[src/rtl/cfg_txn_ctrl.sv]
module cfg_txn_ctrl #(
  parameter logic [11:0] BOARD_ID = 12'h190,
  parameter int DB_OSC_N  = 2,
  parameter int DB_VOLT_N = 2,
  parameter logic [DB_OSC_N*32-1:0]  DB_OSC_INIT = {32'd66_000_000, 32'd45_000_000},
  parameter logic [DB_VOLT_N*32-1:0] DB_VOLT_VAL = {32'd1_000_000, 32'd900_000}
) (
  input  logic        clk,
  input  logic        rst_n,
  input  logic        bus_wr,
  input  logic [11:0] bus_addr,
  input  logic [31:0] bus_wdata,
  output logic [31:0] bus_rdata,
  output logic        shutdown_req,
  output logic        reboot_req
);
  localparam int          MB_OSC_N  = 6;
  localparam logic [11:0] A_DATA    = 12'hA0;
  localparam logic [11:0] A_CTRL    = 12'hA4;
  localparam logic [11:0] A_STAT    = 12'hA8;
  localparam logic [31:0] CTRL_KEEP = 32'h7FF3_FFFF;
  localparam logic [31:0] MB_VOLT   = 32'd3_300_000;
  localparam bit          PRESENT   = (BOARD_ID == 12'h190);

  logic [31:0] data_q, ctrl_q;
  logic [1:0]  stat_q;
  logic [31:0] mb_osc [MB_OSC_N];
  logic [31:0] db_osc [DB_OSC_N];

  wire        is_wr = bus_wdata[30];
  wire [3:0]  dcc   = bus_wdata[29:26];
  wire [5:0]  fn    = bus_wdata[25:20];
  wire [1:0]  site  = bus_wdata[17:16];
  wire [3:0]  pos   = bus_wdata[15:12];
  wire [11:0] dev   = bus_wdata[11:0];

  wire go      = PRESENT && bus_wr && bus_addr == A_CTRL && bus_wdata[31];
  wire base_ok = dcc == 4'd0 && pos == 4'd0 && site < 2'd2;
  wire on_mb   = site == 2'd0;
  wire on_db   = site == 2'd1;
  wire osc_mb  = fn == 6'd1 && on_mb && dev < 12'(MB_OSC_N);
  wire osc_db  = fn == 6'd1 && on_db && dev < 12'(DB_OSC_N);
  wire volt_mb = fn == 6'd2 && on_mb && dev == 12'd0;
  wire volt_db = fn == 6'd2 && on_db && dev < 12'(DB_VOLT_N);
  wire ctl_fn  = fn == 6'd7 || fn == 6'd8 || fn == 6'd9 || fn == 6'd11;
  wire ctl_hit = is_wr && on_mb && dev == 12'd0 && ctl_fn;
  wire ok      = base_ok && (osc_mb || osc_db || (!is_wr && (volt_mb || volt_db)) || ctl_hit);

  logic [31:0] rd_val;
  always_comb begin
    rd_val = 32'd0;
    for (int i = 0; i < MB_OSC_N; i++)
      if (osc_mb && dev == 12'(i)) rd_val = mb_osc[i];
    for (int i = 0; i < DB_OSC_N; i++)
      if (osc_db && dev == 12'(i)) rd_val = db_osc[i];
    for (int i = 0; i < DB_VOLT_N; i++)
      if (volt_db && dev == 12'(i)) rd_val = DB_VOLT_VAL[i*32 +: 32];
    if (volt_mb) rd_val = MB_VOLT;
  end

  always_ff @(posedge clk) begin
    if (!rst_n) begin
      data_q       <= '0;
      ctrl_q       <= '0;
      stat_q       <= '0;
      shutdown_req <= 1'b0;
      reboot_req   <= 1'b0;
      for (int i = 0; i < MB_OSC_N; i++)
        mb_osc[i] <= (i == 0) ? 32'd50_000_000 : (i == 1) ? 32'd23_750_000 : 32'd24_000_000;
      for (int i = 0; i < DB_OSC_N; i++)
        db_osc[i] <= DB_OSC_INIT[i*32 +: 32];
    end else begin
      shutdown_req <= go && ok && is_wr && fn == 6'd8;
      reboot_req   <= go && ok && is_wr && fn == 6'd9;
      if (PRESENT && bus_wr) begin
        case (bus_addr)
          A_DATA: data_q <= bus_wdata;
          A_CTRL: begin
            ctrl_q <= bus_wdata & CTRL_KEEP;
            if (bus_wdata[31]) begin
              stat_q <= {!ok, 1'b1};
              if (ok && !is_wr) data_q <= rd_val;
            end
          end
          A_STAT: stat_q <= bus_wdata[1:0];
          default: ;
        endcase
      end
      for (int i = 0; i < MB_OSC_N; i++)
        if (go && ok && is_wr && osc_mb && dev == 12'(i)) mb_osc[i] <= data_q;
      for (int i = 0; i < DB_OSC_N; i++)
        if (go && ok && is_wr && osc_db && dev == 12'(i)) db_osc[i] <= data_q;
    end
  end

  always_comb begin
    bus_rdata = 32'd0;
    if (PRESENT)
      case (bus_addr)
        A_DATA:  bus_rdata = data_q;
        A_CTRL:  bus_rdata = ctrl_q;
        A_STAT:  bus_rdata = {30'd0, stat_q};
        default: bus_rdata = 32'd0;
      endcase
  end

  a_r8_no_double_request: assert property (@(posedge clk) disable iff (!rst_n)
    !(shutdown_req && reboot_req));
  a_r8_shutdown_one_cycle: assert property (@(posedge clk) disable iff (!rst_n)
    shutdown_req |=> !shutdown_req);
  a_r8_reboot_has_cause: assert property (@(posedge clk) disable iff (!rst_n)
    $rose(reboot_req) |-> $past(bus_wr && bus_addr == A_CTRL && bus_wdata[31]));
  a_r3_start_completes: assert property (@(posedge clk) disable iff (!rst_n)
    go |=> stat_q[0]);
  a_r9_status_low_bits: assert property (@(posedge clk) disable iff (!rst_n)
    (PRESENT && bus_wr && bus_addr == A_STAT) |=> stat_q == $past(bus_wdata[1:0]));
  a_r11_no_start_keeps_status: assert property (@(posedge clk) disable iff (!rst_n)
    (bus_wr && bus_addr == A_CTRL && !bus_wdata[31]) |=> $stable(stat_q));
  a_r10_absent_reads_zero: assert property (@(posedge clk) disable iff (!rst_n)
    !PRESENT |-> (bus_rdata == 32'd0 && !shutdown_req && !reboot_req));
endmodule

[config.mk]
export PLATFORM = sky130hd
export DESIGN_NAME = cfg_txn_ctrl
export DESIGN_NICKNAME = d
export VERILOG_FILES = /design/src/rtl/cfg_txn_ctrl.sv
export SDC_FILE = /design/constraint.sdc
export NUM_CORES = 1
export LEC_CHECK = 0
export BUFFER_PORTS_ARGS = -buffer_cell sky130_fd_sc_hd__buf_2
export CORE_ASPECT_RATIO = 0.6
export CORE_MARGIN = 2
export CORE_UTILIZATION = 31
export CTS_CLUSTER_SIZE = 16
export DETAILED_ROUTE_END_ITERATION = 12
export SYNTH_ARGS = -nofsm -noshare
export SYNTH_HDL_FRONTEND = slang
export SYNTH_SLANG_ARGS = --single-unit
[constraint.sdc]
create_clock -name clk -period 8.2 [get_ports clk]
set_input_delay 0 -clock clk [delete_from_list [all_inputs] [get_ports clk]]
set_output_delay 0 -clock clk [all_outputs]
set_load 0.02 [all_outputs]
# ---- Word level (Yosys, flattened, before mapping)
# Memories as Yosys holds them, arrays and structs flattened.
# Index checks and enable logic that the tools add are counted.
dict set report classes {
  n_bitwise 8
  n_mux 50
  n_lt_le_gt_ge 3
  reduce_logical 60
  eq_ne 17
}
# op n
set op_table {}
lappend op_table {{$mux 32} 21}
lappend op_table {{$pmux 32 s3} 1}
lappend op_table {{$pmux 32 s2} 1}
lappend op_table {{$logic_and 1x1->1} 42}
lappend op_table {{$eq 12x8->1 const B} 3}
lappend op_table {{$mux 1} 25}
lappend op_table {{$eq 12x2->1 const B} 2}
lappend op_table {{$eq 12x3->1 const B} 2}
lappend op_table {{$eq 6x4->1 const B} 3}
lappend op_table {{$eq 12x1->1 const B} 1}
lappend op_table {{$logic_not 12->1} 1}
lappend op_table {{$lt 12x2->1 const B} 1}
lappend op_table {{$lt 12x3->1 const B} 1}
lappend op_table {{$logic_not 4->1} 2}
lappend op_table {{$or 1x1->1} 8}
lappend op_table {{$logic_or 1x1->1} 7}
lappend op_table {{$eq 6x1->1 const B} 1}
lappend op_table {{$eq 6x2->1 const B} 1}
lappend op_table {{$eq 6x3->1 const B} 1}
lappend op_table {{$pmux 2 s2} 1}
lappend op_table {{$reduce_and 4->1} 1}
lappend op_table {{$reduce_bool 2->1} 2}
lappend op_table {{$reduce_and 3->1} 1}
lappend op_table {{$eq 2x1->1 const B} 1}
lappend op_table {{7 further kinds} 8}
dict set report totals {
  mem_count 2
  inputBits 47
  mem_bits_rw 256
  regBits 65
}
# memory words word_bits read_ports rd_ports_with_merged_regs write_ports line
set memory_table {}
lappend memory_table {mb_osc 6 32 6 0 6 27} ;# logic [31:0] mb_osc [MB_OSC_N];
lappend memory_table {db_osc 2 32 2 0 2 28} ;# logic [31:0] db_osc [DB_OSC_N];

# ---- Longest topological paths before layout
# Gate-level depths: netlist (run 1).
dict set report logic_depth {
  depth_word 18
  depth_mapped 10
  mapped_depth_nobuf 7
}

# ---- Worst setup path after synthesis (run 1)
# No wires, ideal clock.
dict set report synth_timing {
  path_kind {in2reg}
  startpoint {in bus_wdata[8]}
  endpoint {mem mb_osc[0][0] (enable)}
  path_stages 9
  path_slack_ns 4.976
  path_buffers 4
  arrival_time_ns 2.834
  setup_ns 0.389
  path_cell_list {or4_1 -> or4_1 -> buf_2 -> buf_2 -> nor4_1 -> nand2_1 -> clkbuf_1 -> clkbuf_1 -> nand2_1}
}
# element line
set synth_lines {}
lappend synth_lines {{start, declared} 12} ;# input logic [31:0] bus_wdata,
lappend synth_lines {{end, declared} 27}

==> results.tsv, run 1 <==
stage	metric	value	unit
worst_setup_path	WS Path Type	in -> reg	
clock_tree	CTS tree	built	
clock_tree	post-CTS sizing	0	
placed_design	hpwl dp	37.88	mm
placed_design	GPL Wtd Cong	0.8951	
clock_tree	CTS Buf Count	30	
clock_tree	CTS Sinks	321	
grt	M3 GR Usage	11.04	%
yosys	Synth Register Bits	321	
worst_setup_path	FF-to-FF Start	mb_osc[2][11]	
routing	initial drt markers	1812	
hold_path	worst hold start	bus_wdata[1]	
yosys	Syn Nets	1395	
yosys	Post-Syn Area	0.01460	mm^2
grt	grt ovf	0	
floorplan	Die Span Y	172.1	um
power_and_ir_drop	Power Density	199.4	mW/mm^2
clock_tree	H-tree lvl count	1	
yosys	EDFF count, synth	256	
power_and_ir_drop	clock share of power	40.8	%
timing	setup TNS	0	ns
yosys	main combinational cell family by area after synthesis	simple AND/OR/NAND/NOR gates	
finish	ant diodes	0	
yosys	post-synthesis adder-cell area fraction	0.06858	%
power_and_ir_drop	Lkg Pwr	5.461	nW
floorplan	die area	0.04889	mm^2
clock_tree	worst skew pair latency	0.59	ns
routing	DR vias/cell	5.678	
yosys	most frequent cell after synthesis	edfxtp_1	
worst_setup_path	Crit path arrival time	4.58	ns
power_and_ir_drop	Sw Share	22.90	%
power_and_ir_drop	total power	0.003376	W
finish	layout cells sized above 1	12.50	%
timing	crit share post-route	53.06	%
worst_setup_path	r2r setup slk	5.97	ns
clock_tree	post-cts hold buffer count	35	
finish	Layout Nets	1481	
power_and_ir_drop	Sw Pwr	0.0007733	W
yosys	post-synthesis cell type with the largest combined area	edfxtp_1	
yosys	Synth top cells by count	edfxtp_1 (256), nand2_1 (217), nor2_1 (207)	
finish	area delta synth->final	15.99	%
worst_setup_path	Startpoint Class	input port	
yosys	Async S/R FF share, synth	0	%
timing	RSZ-0062 raised after global routing	false	
grt	Tot GR Track Use	21.60	%
timing	Tmin final	4.351	ns
worst_setup_path	CP startpoint	bus_wdata[22]	
timing	fmax	229.8	MHz
yosys	XOR/XNOR Fraction of Synth Area	0	%
clock_tree	Clock Tree Root	clkbuf_16	
clock_tree	postcts setup bufs	0	
floorplan	die span in x	284.1	um
placed_design	placed cell area	0.01565	mm^2
routing	number of remaining DRC errors	0	
hold_path	worst hold path type	in -> reg	
outcome	status	completed	
timing	Hold Violations, Final	0	
routing	Routed WL	53.71	mm
grt	met1 usage	33.07	%
timing	Worst slew margin	19.32	%
yosys	Synth area leaders	edfxtp_1 (53%), dfxtp_1 (8.9%), nand2_1 (5.6%)	
power_and_ir_drop	maximum VDD drop	185.7	uV
grt	busiest grt layer	met1	
worst_setup_path	CP max FO	29	
timing	skew final	0.01973	ns
routing	router iterations before antenna repair	5	
yosys	Mean Syn Cell Area	10.83	um^2
routing	WL/cell	25.75	um
timing	Final Max Slew Viols	0	
yosys	top cell type's share of synthesized area	52.67	%
worst_setup_path	Crit path required time	8.43	ns
clock_tree	CTS clk-pin slew, worst paths	0.07	ns
yosys	Compound-Gate Fraction of Synth Area	13.90	%
routing	remaining antenna violation count after routing	0	
clock_tree	Clock Path Buffers	3	
timing	Final Setup Violations	0	
power_and_ir_drop	Logic pwr share	4.7	%
routing	Vias	11840	
grt	vias in the first global route	10920	
placed_design	pre-CTS worst setup slack	3.897	ns
power_and_ir_drop	sequential power share	54.5	%
yosys	synth unique cells	75	
floorplan	CORE AREA	0.04640	mm^2
yosys	sequential area share after synthesis	61.58	%
yosys	Synth Area in Simple Gates	19.09	%
power_and_ir_drop	Int Pwr	0.002603	W
floorplan	Starting Density	31.45	%
timing	actual slew at the worst max-slew pin	1.201	ns
timing	Final WS setup	3.849	ns
placed_design	port bufs	80	
worst_setup_path	Worst Setup End Kind	flop	
finish	final instance area	0.01693	mm^2
flow_run	max cap viols	0	
grt	antenna violations before repair	0	
yosys	mux share of post-synthesis cell area	2.469	%
grt	grt met2 use	26.86	%
grt	first-pass GRT wire length	77.40	mm
grt	largest net degree at the start of global routing	46	
floorplan	row cnt	61	
yosys	Post-Syn Instances	1348	
yosys	top_reg_cell synth	edfxtp_1	
yosys	YS warnings	0	
floorplan	I/O Pins	81	
critical path, cell delays in order:
cell,delay (ns)
dlygate4sd3_1,0.54
buf_2,0.16
nor4_2,0.71
nand4_1,0.54
nor4_1,0.42
o31ai_1,0.14
nor2_1,0.15
buf_4,0.24
nand2_1,0.65
nand2_1,0.48
buf_4,0.48
state kept, by name (all words and copies together), names as in the netlist:
| name | flops |
|---|---|
| mb_osc | 192 |
| stat_q | 2 |
| db_osc | 64 |
| data_q | 32 |
| shutdown_req | 1 |
| ctrl_q | 29 |
| reboot_req | 1 |
routing by layer:
| metal | vias to the layer above | part of all wire [%] | wire [um] |
|---|---|---|---|
| li1 | 5185 | - | - |
| met1 | 5810 | 45 | 24090 |
| met2 | 798 | 36 | 19490 |
| met3 | 51 | 18 | 9572 |
| met4 | 0 | 1.0 | 558 |
| met5 | - | 0 | 0 |
cell usage in the layout, fill, tap and decap left out, types with 9 or more instances in the layout:
cell | Yosys | final
a21oi_1 | 60 | 60
nor4_1 | 10 | 9
buf_2 | 11 | 80
nand2_1 | 217 | 217
nor2b_1 | 11 | 11
mux2i_1 | 27 | 27
o22a_1 | 10 | 10
a22o_1 | 28 | 28
nor2_1 | 207 | 206
dfxtp_1 | 65 | 65
and3_1 | 15 | 15
nand3_1 | 21 | 21
dlygate4sd3_1 | 0 | 35
o22ai_1 | 10 | 10
a22oi_1 | 13 | 13
buf_4 | 2 | 31
a31oi_1 | 11 | 11
or3_1 | 29 | 29
clkbuf_16 | 0 | 30
o21ai_1 | 19 | 19
nor3_1 | 30 | 29
o21ai_0 | 33 | 33
o211ai_1 | 12 | 12
and2_1 | 13 | 13
a221oi_1 | 15 | 15
o221ai_1 | 10 | 10
a222oi_1 | 9 | 9
inv_1 | 10 | 10
edfxtp_1 | 256 | 256
metrics by stage:
stage                     hold WS (ns)  std cells  utilization (%)
after detailed placement        0.2692       1997            33.73
after global placement          0.2633       1997            33.73
final                          0.04454       2086            36.49
after global routing           0.08392       2086            36.49
after floorplan                0.07238       1348                -
after CTS                      0.01330       2086            36.49
path summary, 6_finish.rpt:
path / depth (start not counted) / to
worst max register to register: 6 / data_q[11]
worst min register to register: 2 / ctrl_q[11]
worst max-delay path: 11 / mb_osc[3][14]
worst min-delay path: 4 / ctrl_q[1]
cells by family (layout without fill, tap and decap cells):
kind of cell	Yosys count	in the layout
adder cells (fa/ha/maj)	1	1
AO/OA/AOI/OAI	286	286
buffers and inverters	103	211
AND/OR/NAND/NOR	603	603
multiplexers	34	34
flip-flops	321	321
power groups by stage:
| stage | clock network (W) | registers [W] | logic (W) |
|---|---|---|---|
| after floorplan | 0 | 0.00186 | 0.0000742 |
| after global placement | 0 | 0.00187 | 0.000142 |
| after detailed placement | 0 | 0.00187 | 0.000142 |
| after CTS | 0.00139 | 0.00184 | 0.000155 |
| after global routing | 0.00145 | 0.00184 | 0.000168 |
| final | 0.00138 | 0.00184 | 0.000160 |
cell type report:
type | count | area (um^2)
repair buffers | 146 | 983.4
inverters | 11 | 41.29
flip-flops and latches | 321 | 8989
well taps | 630 | 788.3
multi-input cells | 924 | 5199
clock inverters | 17 | 143.9
fillers | 4630 | 29470
clock buffers | 37 | 787.0
(Power assumes the default switching activity.)
==> run 2, diff against run 1 <==
clock period = 4 ns   (was 8.2 ns; I/O delays follow)
==> run 2 against run 1 <==
Count of clock-buffer cells in the layout grew 14. Hold slack gained 0.033 ns. Cell count grew 1.8%. Clock power is 120% higher. Cell area is 2.2% higher. Setup slack worse by 3.2 ns. Power grew 110%. Core utilization increased by 0.79 points. Non-clock buffer count rose by 33. Die area unchanged. Clock skew increased by 0.013 ns. Largest cell class unchanged. Largest power group unchanged. Highest routed layer is now met5.
==> results.tsv, run 2 (synthesized netlist as in run 1, its figures left out) <==
stage	metric	value	unit	change
placed_design	hpwl dp	36.57	mm	-3.4%
worst_setup_path	worst reg2reg path depth	6		unchanged
timing	crit share post-route	84.04	%	
floorplan	die span in x	284.1	um	unchanged
grt	first-pass GRT wire length	76.38	mm	-1.3%
routing	WL/cell	24.67	um	-4.2%
timing	Tmin final	3.361	ns	
clock_tree	worst skew pair latency	0.55	ns	-0.04 ns
finish	layout cells sized above 1	14.73	%	+2.2 points
floorplan	CORE AREA	0.04640	mm^2	unchanged
clock_tree	post-cts hold buffer count	34		-2.9%
power_and_ir_drop	maximum VDD drop	240.0	uV	+29%
timing	Final Setup Violations	0		unchanged
worst_setup_path	Worst Setup End Kind	flop		
timing	Final WS setup	0.6385	ns	-3.211 ns
floorplan	row cnt	61		unchanged
worst_setup_path	Crit path arrival time	3.76	ns	-0.82 ns
grt	vias in the first global route	10970		+0.44%
floorplan	Die Span Y	172.1	um	unchanged
finish	area delta synth->final	18.51	%	
power_and_ir_drop	Power Density	410.3	mW/mm^2	+110%
hold_path	hold-critical path depth	5		+1
clock_tree	Clock Path Buffers	3		unchanged
finish	Regs by FF count	mb_osc x192, db_osc x64, data_q x32		
finish	max FFs per register	192		unchanged
worst_setup_path	Startpoint Class	input port		
finish	Non-Filler Instances	2124		+1.8%
hold_path	worst hold path type	in -> reg		
clock_tree	CTS Sinks	321		unchanged
routing	number of remaining DRC errors	0		unchanged
finish	Layout Nets	1518		+2.5%
clock_tree	CTS clk-pin slew, worst paths	0.06	ns	about the same
grt	grt ovf	0		unchanged
outcome	status	completed		
finish	final core utilization	37.28	%	+0.79 points
worst_setup_path	Crit path required time	4.40	ns	-4.03 ns
floorplan	Starting Density	31.45	%	unchanged
grt	largest net degree at the start of global routing	77		+67%
timing	Final Max Slew Viols	0		unchanged
clock_tree	CTS Buf Count	34		+13%
grt	Tot GR Track Use	21.28	%	-0.32 points
timing	Hold Violations, Final	0		unchanged
routing	initial drt markers	1807		-0.28%
clock_tree	postcts setup bufs	0		unchanged
finish	ant diodes	0		unchanged
timing	actual slew at the worst max-slew pin	1.176	ns	-0.02494 ns
timing	setup TNS	0	ns	unchanged
floorplan	I/O Pins	81		unchanged
timing	Worst slew margin	21.60	%	+2.3 points
flow_run	max cap viols	0		unchanged
finish	Largest Register	mb_osc		
placed_design	pre-CTS worst setup slack	0.7188	ns	-3.178 ns
worst_setup_path	CP max FO	20		-31%
finish	most frequent cells in the layout	edfxtp_1 (256), nand2_1 (217), nor2_1 (206), buf_2 (80), dfxtp_1 (65)		
power_and_ir_drop	Lkg Pwr	5.683	nW	+4.1%
clock_tree	H-tree lvl count	2		+1
worst_setup_path	WS Path Type	in -> reg		
routing	DR vias/cell	5.638		-0.70%
routing	router iterations before antenna repair	6		+1
placed_design	GPL Wtd Cong	0.9191		+2.7%
routing	remaining antenna violation count after routing	0		unchanged
routing	Routed WL	52.40	mm	-2.4%
routing	Vias	11980		+1.1%
grt	antenna violations before repair	1		+1
clock_tree	Clock Tree Root	clkbuf_16		
clock_tree	CTS tree	built		
timing	Hold Slack	0.07714	ns	+0.03260 ns
timing	RSZ-0062 raised after global routing	false		
placed_design	placed cells	2031		+1.7%
timing	skew final	0.03227	ns	+0.01254 ns
floorplan	die area	0.04889	mm^2	unchanged
clock_tree	post-CTS sizing	0		unchanged
timing	fmax	297.5	MHz	
placed_design	port bufs	80		unchanged
finish	most common cell after layout, fill and taps aside	edfxtp_1		
## run 2: cell types whose count changed in the layout (fill, tap and decap cells not counted), sizes merged
cell	change
clkinvlp	-1
buf	+34
bufinv	-2
dlygate4sd3	-1
clkbuf	+14
clkinv	-6
## run 2: path summary, 6_finish.rpt
path | start | to | slack [ns]
worst max-delay path | bus_wdata[22] | data_q[24] | 0.64
worst min register to register | ctrl_q[29] | ctrl_q[29] | 0.45
worst max register to register | mb_osc[2][28] | data_q[28] | 1.83
worst min-delay path | bus_wdata[18] | data_q[18] | 0.08
## run 2: stage by stage
stage          area [um^2]  total power, W
3_5_place_dp         15940        0.004136
5_1_grt              17300        0.007282
4_1_cts              17300        0.007105
6_report             17300        0.007097
3_3_place_gp         15940        0.004129
2_1_floorplan        14600        0.003973
## run 2: report_power, final
group          leakage [nW]  internal [W]  total [W]  switching (W)
sequential             3.00       0.00372    0.00376      0.0000398
clock                 0.500       0.00169    0.00300        0.00131
combinational          2.18      0.000100   0.000335       0.000235
total                  5.68       0.00551    0.00710        0.00159
## run 2: worst max-delay path: stages
cell,delay [ns]
dlygate4sd3_1,0.53
buf_2,0.16
nor4_2,0.57
nand4_1,0.52
or3_1,0.60
a311oi_4,0.73
buf_4,0.36
nor2b_1,0.07
o21ai_1,0.13
o31ai_1,0.09
## run 2: cell type report
| class | count | area (um^2) |
|---|---|---|
| timing repair buffer | 179 | 1266 |
| tap | 630 | 788.3 |
| clock buffer | 51 | 975.9 |
| sequential | 321 | 8989 |
| inverter | 11 | 41.29 |
| clock inverter | 8 | 38.79 |
| multi-input combinational | 924 | 5199 |
| fill | 4653 | 29110 |
## run 2: routing by layer
| layer | track usage (%) | wire, um |
|---|---|---|
| met5 | 0 | 13 |
| met4 | 3.204 | 507 |
| met3 | 9.050 | 8593 |
| met2 | 27.79 | 20120 |
| met1 | 32.37 | 23170 |
